$ cat config.mk
export PLATFORM = sky130hd
export DESIGN_NAME = irq_level_bank
export DESIGN_NICKNAME = d
export VERILOG_FILES = /design/src/rtl/irq_bank_pkg.sv /design/src/rtl/irq_window_decode.sv /design/src/rtl/irq_line_reg.sv /design/src/rtl/irq_level_bank.sv
export SDC_FILE = /design/constraint.sdc
export NUM_CORES = 1
export LEC_CHECK = 0
export ABC_AREA = 1
export BUFFER_PORTS_ARGS = -buffer_cell sky130_fd_sc_hd__buf_2
export CAP_MARGIN = 0
export CORE_ASPECT_RATIO = 1.1
export CORE_UTILIZATION = 30
export DETAILED_ROUTE_END_ITERATION = 10
export PLACE_DENSITY_LB_ADDON = 0.3
export SLEW_MARGIN = 0
export SYNTH_ARGS = -nofsm -noshare
export SYNTH_HDL_FRONTEND = slang
export SYNTH_SLANG_ARGS = --single-unit
$ cat constraint.sdc
create_clock -name clk -period 1.5 [get_ports clk]
set_input_delay 0 -clock clk [delete_from_list [all_inputs] [get_ports clk]]
set_output_delay 0 -clock clk [all_outputs]
set_load 0.005 [all_outputs]
$ cat src/rtl/irq_bank_pkg.sv
package irq_bank_pkg;

  // Access width code for the one accepted size (a count of bytes).
  localparam logic [2:0] SIZE_ONE_BYTE = 3'd1;

  // Width of the data field that decides a line level.
  localparam int unsigned LEVEL_BYTE_BITS = 8;

endpackage

$ cat src/rtl/irq_window_decode.sv
module irq_window_decode #(
  parameter int unsigned ADDR_W    = 16,
  parameter int unsigned DATA_W    = 32,
  parameter int unsigned SIZE_W    = 3,
  parameter int unsigned NUM_LINES = 24,
  parameter int unsigned BASE_ADDR = 32'h2000
) (
  input  logic                 clk,
  input  logic                 rst,
  input  logic [ADDR_W-1:0]    addr,
  input  logic [SIZE_W-1:0]    size,
  input  logic [DATA_W-1:0]    wdata,
  input  logic                 wr,
  output logic [NUM_LINES-1:0] line_we,
  output logic                 line_lvl
);
  import irq_bank_pkg::*;

  localparam logic [DATA_W-1:0] LEVEL_MASK = DATA_W'((64'd1 << LEVEL_BYTE_BITS) - 64'd1);

  logic [NUM_LINES-1:0] addr_hit;
  logic                 size_ok;

  assign size_ok  = (size == SIZE_W'(SIZE_ONE_BYTE));
  assign line_lvl = |(wdata & LEVEL_MASK);

  for (genvar i = 0; i < NUM_LINES; i++) begin : g_hit
    assign addr_hit[i] = (addr == ADDR_W'(BASE_ADDR + i));
    assign line_we[i]  = wr & size_ok & addr_hit[i];
  end

  // one write enable at most per cycle
  a_r5_one_line: assert property (@(posedge clk) disable iff (rst) $onehot0(line_we));
  // no enable for a wrong-width access
  a_r6_size_gate: assert property (@(posedge clk) disable iff (rst)
    (size != SIZE_W'(SIZE_ONE_BYTE)) |-> (line_we == '0));

endmodule

$ cat src/rtl/irq_line_reg.sv
module irq_line_reg (
  input  logic clk,
  input  logic rst,
  input  logic we,
  input  logic lvl,
  output logic q
);

  always_ff @(posedge clk) begin
    if (rst)     q <= 1'b0;
    else if (we) q <= lvl;
  end

  // an accepted nonzero write raises the line
  a_r2_raise: assert property (@(posedge clk) disable iff (rst) (we && lvl) |=> q);
  // an accepted zero write lowers the line
  a_r3_lower: assert property (@(posedge clk) disable iff (rst) (we && !lvl) |=> !q);
  // the line keeps its level without its own write
  a_r5_hold: assert property (@(posedge clk) disable iff (rst) !we |=> $stable(q));

endmodule

$ cat src/rtl/irq_level_bank.sv
module irq_level_bank #(
  parameter int unsigned ADDR_W    = 16,
  parameter int unsigned DATA_W    = 32,
  parameter int unsigned SIZE_W    = 3,
  parameter int unsigned NUM_LINES = 24,
  parameter int unsigned BASE_ADDR = 32'h2000
) (
  input  logic                 clk,
  input  logic                 rst,
  input  logic [ADDR_W-1:0]    io_addr,
  input  logic [SIZE_W-1:0]    io_size,
  input  logic [DATA_W-1:0]    io_wdata,
  input  logic                 io_wr,
  input  logic                 io_rd,
  output logic [DATA_W-1:0]    io_rdata,
  output logic [NUM_LINES-1:0] irq_out
);
  import irq_bank_pkg::*;

  localparam logic [ADDR_W-1:0] LAST_ADDR = ADDR_W'(BASE_ADDR + NUM_LINES - 1);

  logic [NUM_LINES-1:0] line_we;
  logic                 line_lvl;

  irq_window_decode #(
    .ADDR_W(ADDR_W), .DATA_W(DATA_W), .SIZE_W(SIZE_W),
    .NUM_LINES(NUM_LINES), .BASE_ADDR(BASE_ADDR)
  ) u_dec (
    .clk(clk), .rst(rst), .addr(io_addr), .size(io_size), .wdata(io_wdata),
    .wr(io_wr), .line_we(line_we), .line_lvl(line_lvl)
  );

  for (genvar i = 0; i < NUM_LINES; i++) begin : g_line
    irq_line_reg u_line (
      .clk(clk), .rst(rst), .we(line_we[i]), .lvl(line_lvl), .q(irq_out[i])
    );
  end

  // Reads are accepted and answer zero whatever the address.
  assign io_rdata = {DATA_W{1'b0}} & {DATA_W{io_rd}};

  // lines are low after a reset cycle
  a_r1_reset_low: assert property (@(posedge clk) rst |=> (irq_out == '0));
  // a write changes at most one line
  a_r5_single_change: assert property (@(posedge clk) disable iff (rst)
    io_wr |=> ($countones(irq_out ^ $past(irq_out)) <= 1));
  // wrong-width writes change nothing
  a_r6_size_ignored: assert property (@(posedge clk) disable iff (rst)
    (io_wr && io_size != SIZE_W'(SIZE_ONE_BYTE)) |=> $stable(irq_out));
  // out-of-window writes change nothing
  a_r7_window: assert property (@(posedge clk) disable iff (rst)
    (io_wr && (io_addr < ADDR_W'(BASE_ADDR) || io_addr > LAST_ADDR)) |=> $stable(irq_out));
  // reads without a write change nothing
  a_r8_read_quiet: assert property (@(posedge clk) disable iff (rst)
    (io_rd && !io_wr) |=> $stable(irq_out));

endmodule

Word level (Yosys, flattened, before mapping):

Cells that the tools add are included.

* output and inout port bits: 56
* register bits: 24

* eq/ne operators: 25
* reduce and logical (&&, ||, !) cells: 1
* bitwise gates (word level): 25

Operator list (number)
* 16-bit by 14-bit equality test with 1-bit output (second input constant): 24
* 1-bit bitwise AND: 25
* 8-bit OR reduction: 1
* 3-bit by 1-bit equality test with 1-bit output (second input constant): 1

Logic depth before layout (Yosys ltp):

Gate-level depths: netlist of run 1.

* depth after elaboration: 3
* mapped depth: 9

By module:

From an unflattened synthesis of run 1, not the netlist that was laid out.

* cells, all modules: 283
* area total of the unflattened synthesis: 1685.4 um2

Modules (own cells, without submodules)
* irq_line_reg: area each 45.0 um2, cells each 7, instances 24, seq. area each 20.0 um2
* irq_window_decode: area each 360.3 um2, cells each 82, instances 1, seq. area each 0.0 um2
* irq_level_bank: area each 244.0 um2, cells each 33, instances 1, seq. area each 0.0 um2

Worst setup path after synthesis of run 1:

OpenSTA, ideal clock, no wires.

* kind: input-to-reg
* start point: input io_addr[11]
* end point: register g_line[10].u_line.q
* data required time: 1.387 ns
* setup time: 0.113 ns
* arrival: 0.724 ns
* buffers on the path: 1
* path slack: 0.663 ns
* stages: 7
* cells stage by stage: nor2_1 > nand2_1 > nor2_4 > clkbuf_8 > nand3_2 > nor2_1 > nor2_1

* word-level cells in the longest chain between the ends: 2

Ends and longest elaborated chain
* start, declared: line irq_level_bank.sv:10 `input logic [ADDR_W-1:0] io_addr,`
* 16-bit by 14-bit equality test with 1-bit output: line irq_window_decode.sv:28 `assign addr_hit[i] = (addr == ADDR_W'(BASE_ADDR + i));`
* 1-bit bitwise AND: line irq_window_decode.sv:29 `assign line_we[i] = wr & size_ok & addr_hit[i];`
* end signal, assigned: line irq_line_reg.sv:11 `else if (we) q <= lvl;`
* end, declared: line irq_line_reg.sv:6 `output logic q`

Every way passes these cells.
A chain may end at the register's enable or synchronous reset.

Final worst setup path of run 1:

* start point: input io_size[2]
* end point: register g_line[19].u_line.q

* word-level cells in the longest chain between the ends: 3

Ends and longest elaborated chain
* start, declared: line irq_level_bank.sv:11 `input logic [SIZE_W-1:0] io_size,`
* 3-bit by 1-bit equality test with 1-bit output: line irq_window_decode.sv:24 `assign size_ok = (size == SIZE_W'(SIZE_ONE_BYTE));`
* 1-bit bitwise AND (2 in a row): line irq_window_decode.sv:29
* end signal, assigned: line irq_line_reg.sv:11
* end, declared: line irq_line_reg.sv:6

Every way passes these cells.

==> summary.md, run 1 <==
| Metric | Value |
|---|---|
| Die area | `6440 sq um` |
| Clk slew on worst S/H paths | `0.09 ns` |
| Register with the most flip-flops | `g_line.u_line.q` |
| Die Ht | `84.0 microns` |
| Final Cycle Share | `0.540` |
| DP Area | `1870 sq um` |
| Critical path startpoint category | `input pin` |
| Comb pwr share | `0.096` |
| Synth Area per Inst | `6.44 sq um` |
| Final setup TNS | `0 ns` |
| Drt total wl | `3.40 mm` |
| Routability cong. | `0.824` |
| Most common cell after layout, fill and taps aside | `nor2_1` |
| Grt total ovfl | `0` |
| Post-Syn Area | `1840 sq um` |
| # Post-CTS Setup Buffers | `0` |
| Starting density of the core | `0.314` |
| Worst setup margin | `0.690 ns` |
| P&R area growth vs syn | `4.64%` |
| Vias in the first global route | `1,377` |
| Ports | `111` |
| PortBufs | `53` |
| Post_cts resized | `0` |
| Power Density | `628 nW/um^2` |
| Peak supply drop | `0.253 mV` |
| H-tree depth | `1` |
| Total GRT Usage | `0.113` |
| Largest net degree at the start of global routing | `25` |
| Die width | `76.6 microns` |
| Int Power | `0.000913 W` |
| Seq/Total Area, Yosys | `0.262` |
| Crit end category | `register` |
| Final #Nets | `370` |
| Sw power | `0.000294 W` |
| DP Cell Count | `387` |
| Synthesized flop and latch total | `24` |
| Worst min path class | `in2reg` |
| Setup Viol. Count Final | `0` |
| Maxcap violations | `0` |
| Outcome | `complete, no violations` |
| Clock buffer depth | `2` |
| Synth unique cells | `17` |
| Registers with the most flip-flops | `g_line.u_line.q x24` |
| Synth Instances | `285` |
| Initial antenna violation count | `0` |
| ANT cells | `0` |
| Cell Rows | `29` |
| Sink Count | `24` |
| Global-route wire length before repair | `5.91 mm` |
| DRC | `0` |
| Clock root buffer | `clkbuf_8` |
| Drt first-iter violations | `108` |
| Fin area | `1920 sq um` |
| Peak Freq | `1240 MHz` |
| Vias after detailed routing | `1,504` |
| Wire per inst | `8.69 microns` |
| CORE AREA | `5840 sq um` |
| Clk_skew | `0 ns` |
| Switch share | `0.243` |
| Worst skew pair latency | `0.27 ns` |
| Critical path class | `in2reg` |
| DP Wirelength | `2.59 mm` |
| CP max FO | `8` |
| DR vias/cell | `3.85` |
| Final hold violation count | `0` |
| Unrepaired setup endpoints after global routing | `no` |
| Share of cells above drive strength 1 | `0.245` |
| Clock tree from TritonCTS | `yes` |
| Post-route insts no fill | `391` |
| LEAKAGE | `1.02 nW` |
| Final Max Tran Viols | `0` |
| Sequential Power Share | `0.528` |
| Crit path arrival time | `1.03 ns` |
| Min Tclk post-route | `0.810 ns` |
| CTS Buf Count | `3` |
| CP required | `1.72 ns` |
| Clock power share | `0.376` |
| Cts hold-fix bufs | `0` |
| Max reg flops | `24` |
| DR pass1 iterations | `5` |
| Warnings from Yosys | `0` |
| Final ANT Viol Nets | `0` |
| Commonest cells after routing, fill and taps aside | `nor2_1, nand2_1, buf_2` |
| Dpl ws | `0.393 ns` |
[final timing paths]
kind | cells past startpoint | slack (ns) | startpoint | to
worst min register to register | 4 | 0.51 | g_line[20].u_line.q | g_line[20].u_line.q
worst max register to register | 4 | 0.86 | g_line[8].u_line.q | g_line[8].u_line.q
worst max-delay path | 8 | 0.69 | io_size[2] | g_line[19].u_line.q
worst min-delay path | 5 | 0.20 | rst | g_line[18].u_line.q
[critical path: stages]
cell and delay [ns]:
buf_2 0.09, nor2_1 0.09, nand2_1 0.12, nor2_2 0.33, nand3_1 0.18, nand2_1 0.10, nand2_1 0.05, nor2_1 0.08
[kinds of logic (layout without fill, tap and decap cells)]
family / Yosys count / after routing / share of synthesized area
buffers and inverters: 95 / 93 / 0.333
flip-flops: 24 / 24 / 0.262
other: 1 / 32 / 0.00204
AND/OR/NAND/NOR: 165 / 165 / 0.404
[cell type report]
cell class / count / area (sq um)
timing repair buffer: 57 / 308
inverter: 32 / 120
fill: 643 / 3920
multi-input combinational: 197 / 861
tap: 77 / 96.3
clock buffer: 4 / 55.1
sequential: 24 / 480
[layer usage]
| layer | GRT usage | part of all wire | up-vias |
|---|---|---|---|
| met3 | 0.0437 | 0.073 | 2 |
| met4 | 0.0210 | 0.0024 | 0 |
| li1 | - | - | 819 |
| met5 | 0 | 0 | - |
| met2 | 0.202 | 0.48 | 50 |
| met1 | 0.127 | 0.45 | 633 |
[per-stage QoR]
stage	hold WS [ns]	utilization	total power, W
2_1_floorplan	0.209	-	0.000778
3_3_place_gp	0.401	0.319	0.000766
3_5_place_dp	0.399	0.319	0.000767
4_1_cts	0.191	0.329	0.00123
5_1_grt	0.200	0.329	0.00127
6_report	0.197	0.329	0.00121
[synth_stat cells]
master	count	area, sq um
buf_4	56	420
buf_12	1	20.0
inv_1	32	120
conb_1	1	3.75
nand3_1	15	75.1
clkbuf_1	3	11.3
dfxtp_1	24	480
nor2_2	2	12.5
buf_6	1	11.3
nor2_1	73	274
nand3_4	1	17.5
nand2_2	1	6.26
nand4_1	1	6.26
nand3_2	9	90.1
nand2_1	60	225
nor2_4	3	33.8
clkbuf_8	2	27.5
[power by group through the flow]
| stage | combinational [W] | sequential [W] | clock [W] |
|---|---|---|---|
| finish | 0.000116 | 0.000636 | 0.000453 |
| CTS | 0.000116 | 0.000637 | 0.000474 |
| floorplan | 0.000127 | 0.000651 | 0 |
| detailed placement | 0.000115 | 0.000651 | 0 |
| global route | 0.000132 | 0.000637 | 0.000502 |
| global placement | 0.000114 | 0.000651 | 0 |
No activity file was read; power rests on OpenSTA's default activity.
==> inputs of run 2 (changes only) <==
==> constraint.sdc (replaced) <==
create_clock -name clk -period 0.8 [get_ports clk]
set_input_delay 0 -clock clk [delete_from_list [all_inputs] [get_ports clk]]
set_output_delay 0 -clock clk [all_outputs]
set_load 0.005 [all_outputs]
==> summary.md, run 2 (synthesis gave the netlist of run 1 again) <==
| Metric | Value |
|---|---|
| CP required | `0.80 ns` |
| Clock power share | `0.368` |
| Final hold violation count | `0` |
| CTS Buf Count | `3` |
| DR vias/cell | `3.90` |
| Unrepaired setup endpoints after global routing | `yes` |
| Worst setup margin | `0.0615 ns` |
| Grt total ovfl | `0` |
| Buf/Inv on CP | `1` |
| Crit path arrival time | `0.74 ns` |
| Clock root buffer | `clkbuf_8` |
| Min Tclk post-route | `0.739 ns` |
| Critical path class | `reg2out` |
| Crit path cell chain | `buf_2` |
| Initial antenna violation count | `0` |
| PortBufs | `53` |
| Min-Delay Startpoint | `rst` |
| Sink Count | `24` |
| Crit end category | `output port` |
| Register with the most flip-flops | `g_line.u_line.q` |
| Crit path max-delay family | `flip-flops` |
| Cell Rows | `29` |
| Clock buffer depth | `2` |
| Die Ht | `84.0 microns` |
| CP max FO | `2` |
| Final #Nets | `373` |
| Commonest cells after routing, fill and taps aside | `nor2_1, nand2_1, buf_2` |
| Final ANT Viol Nets | `0` |
| Max incr delay on CP | `0.35 ns` |
| Sequential Power Share | `0.521` |
| DR pass1 iterations | `4` |
| ANT cells | `0` |
| Slowest cell on crit path | `dfxtp_1` |
| Final Max Tran Viols | `0` |
| Worst r2r dst | `g_line[2].u_line.q` |
| Switch share | `0.245` |
| Clk_skew | `0 ns` |
| Total GRT Usage | `0.112` |
| Worst Hold End | `g_line[1].u_line.q` |
| Outcome | `complete, no violations` |
| Maxcap violations | `0` |
| Comb pwr share | `0.111` |
| Routability cong. | `0.800` |
| Die area | `6440 sq um` |
| Wire per inst | `8.60 microns` |
| Starting density of the core | `0.314` |
| Critical path startpoint category | `register` |
| Most common cell after layout, fill and taps aside | `nor2_1` |
| Share of cells above drive strength 1 | `0.281` |
| Register-to-Register Path Depth | `4` |
| Drt first-iter violations | `101` |
| Crit path from | `g_line[16].u_line.q` |
| Vias after detailed routing | `1,535` |
| Worst skew pair latency | `0.27 ns` |
| Peak Freq | `1350 MHz` |
| Global-route wire length before repair | `5.93 mm` |
| Hold path depth | `5` |
| Power Density | `1130 nW/um^2` |
| DRC | `0` |
| P&R area growth vs syn | `10.2%` |
| FF-to-FF Start | `g_line[2].u_line.q` |
| DP Wirelength | `2.60 mm` |
| Core Util, Final | `0.346` |
| Peak supply drop | `0.531 mV` |
| Fillers | `660` |
| Clock tree from TritonCTS | `yes` |
| Max reg flops | `24` |
| Setup Viol. Count Final | `0` |
| Vias in the first global route | `1,375` |
| Dpl ws | `-0.178 ns` |
| Sw power | `0.000562 W` |
| Drt total wl | `3.39 mm` |
| Clk slew on worst S/H paths | `0.09 ns` |
| Worst min path class | `in2reg` |
| Die width | `76.6 microns` |
| H-tree depth | `1` |
| Reg-to-reg slack, setup | `0.17 ns` |
| Ports | `111` |
| LEAKAGE | `1.05 nW` |
| Final Cycle Share | `0.923` |
| Int Power | `0.00173 W` |
| CORE AREA | `5840 sq um` |
| Largest net degree at the start of global routing | `25` |
| # Post-CTS Setup Buffers | `0` |
| Registers with the most flip-flops | `g_line.u_line.q x24` |
## run 2: area by class of cell
type	count	area, sq um	area share
multi-input combinational	197	901	0.445
clock buffer	4	55.1	0.0272
inverter	32	123	0.0606
sequential	24	480	0.237
timing repair buffer	60	368	0.182
tap	77	96.3	0.0476
## run 2: timing repair
action,CTS,global route
setup endpoints to repair,0,4
hold buffers,0,0
endpoints found under the hold margin,0,0
gates resized for setup,0,2
## run 2: per-layer routing
metal,track usage,share of wire,up-vias
met2,0.196,0.47,46
met1,0.134,0.46,668
met3,0.0361,0.059,2
li1,-,-,819
met4,0.0210,0.0044,0
met5,0,0,-
## run 2: worst max path at each step
stage | slack [ns] | cells after the start | endpoint
floorplan | -0.02 | 7 | g_line[5].u_line.q
detailed placement | -0.18 | 8 | g_line[19].u_line.q
global placement | -0.17 | 8 | g_line[19].u_line.q
global route | -0.007 | 10 | g_line[15].u_line.q
finish | 0.06 | 1 | irq_out[16]
CTS | 0.05 | 1 | irq_out[16]
## run 2: stage by stage
step | setup TNS [ns] | std cells | instance area, sq um | total power [W] | hold slack, ns
after floorplan | -0.194 | 316 | 1980 | 0.00147 | 0.209
after global placement | -3.17 | 390 | 1960 | 0.00147 | 0.401
after detailed placement | -3.63 | 390 | 1960 | 0.00147 | 0.402
after CTS | 0 | 394 | 2010 | 0.00234 | 0.135
after global routing | -0.0132 | 394 | 2020 | 0.00241 | 0.150
final | 0 | 394 | 2020 | 0.00229 | 0.147
## run 2: power by group through the flow
stage	combinational, W	clock [W]	sequential [W]
after global routing	0.000287	0.000930	0.00119
after floorplan	0.000247	0	0.00122
after global placement	0.000249	0	0.00122
final	0.000254	0.000844	0.00119
after detailed placement	0.000252	0	0.00122
after CTS	0.000253	0.000890	0.00119
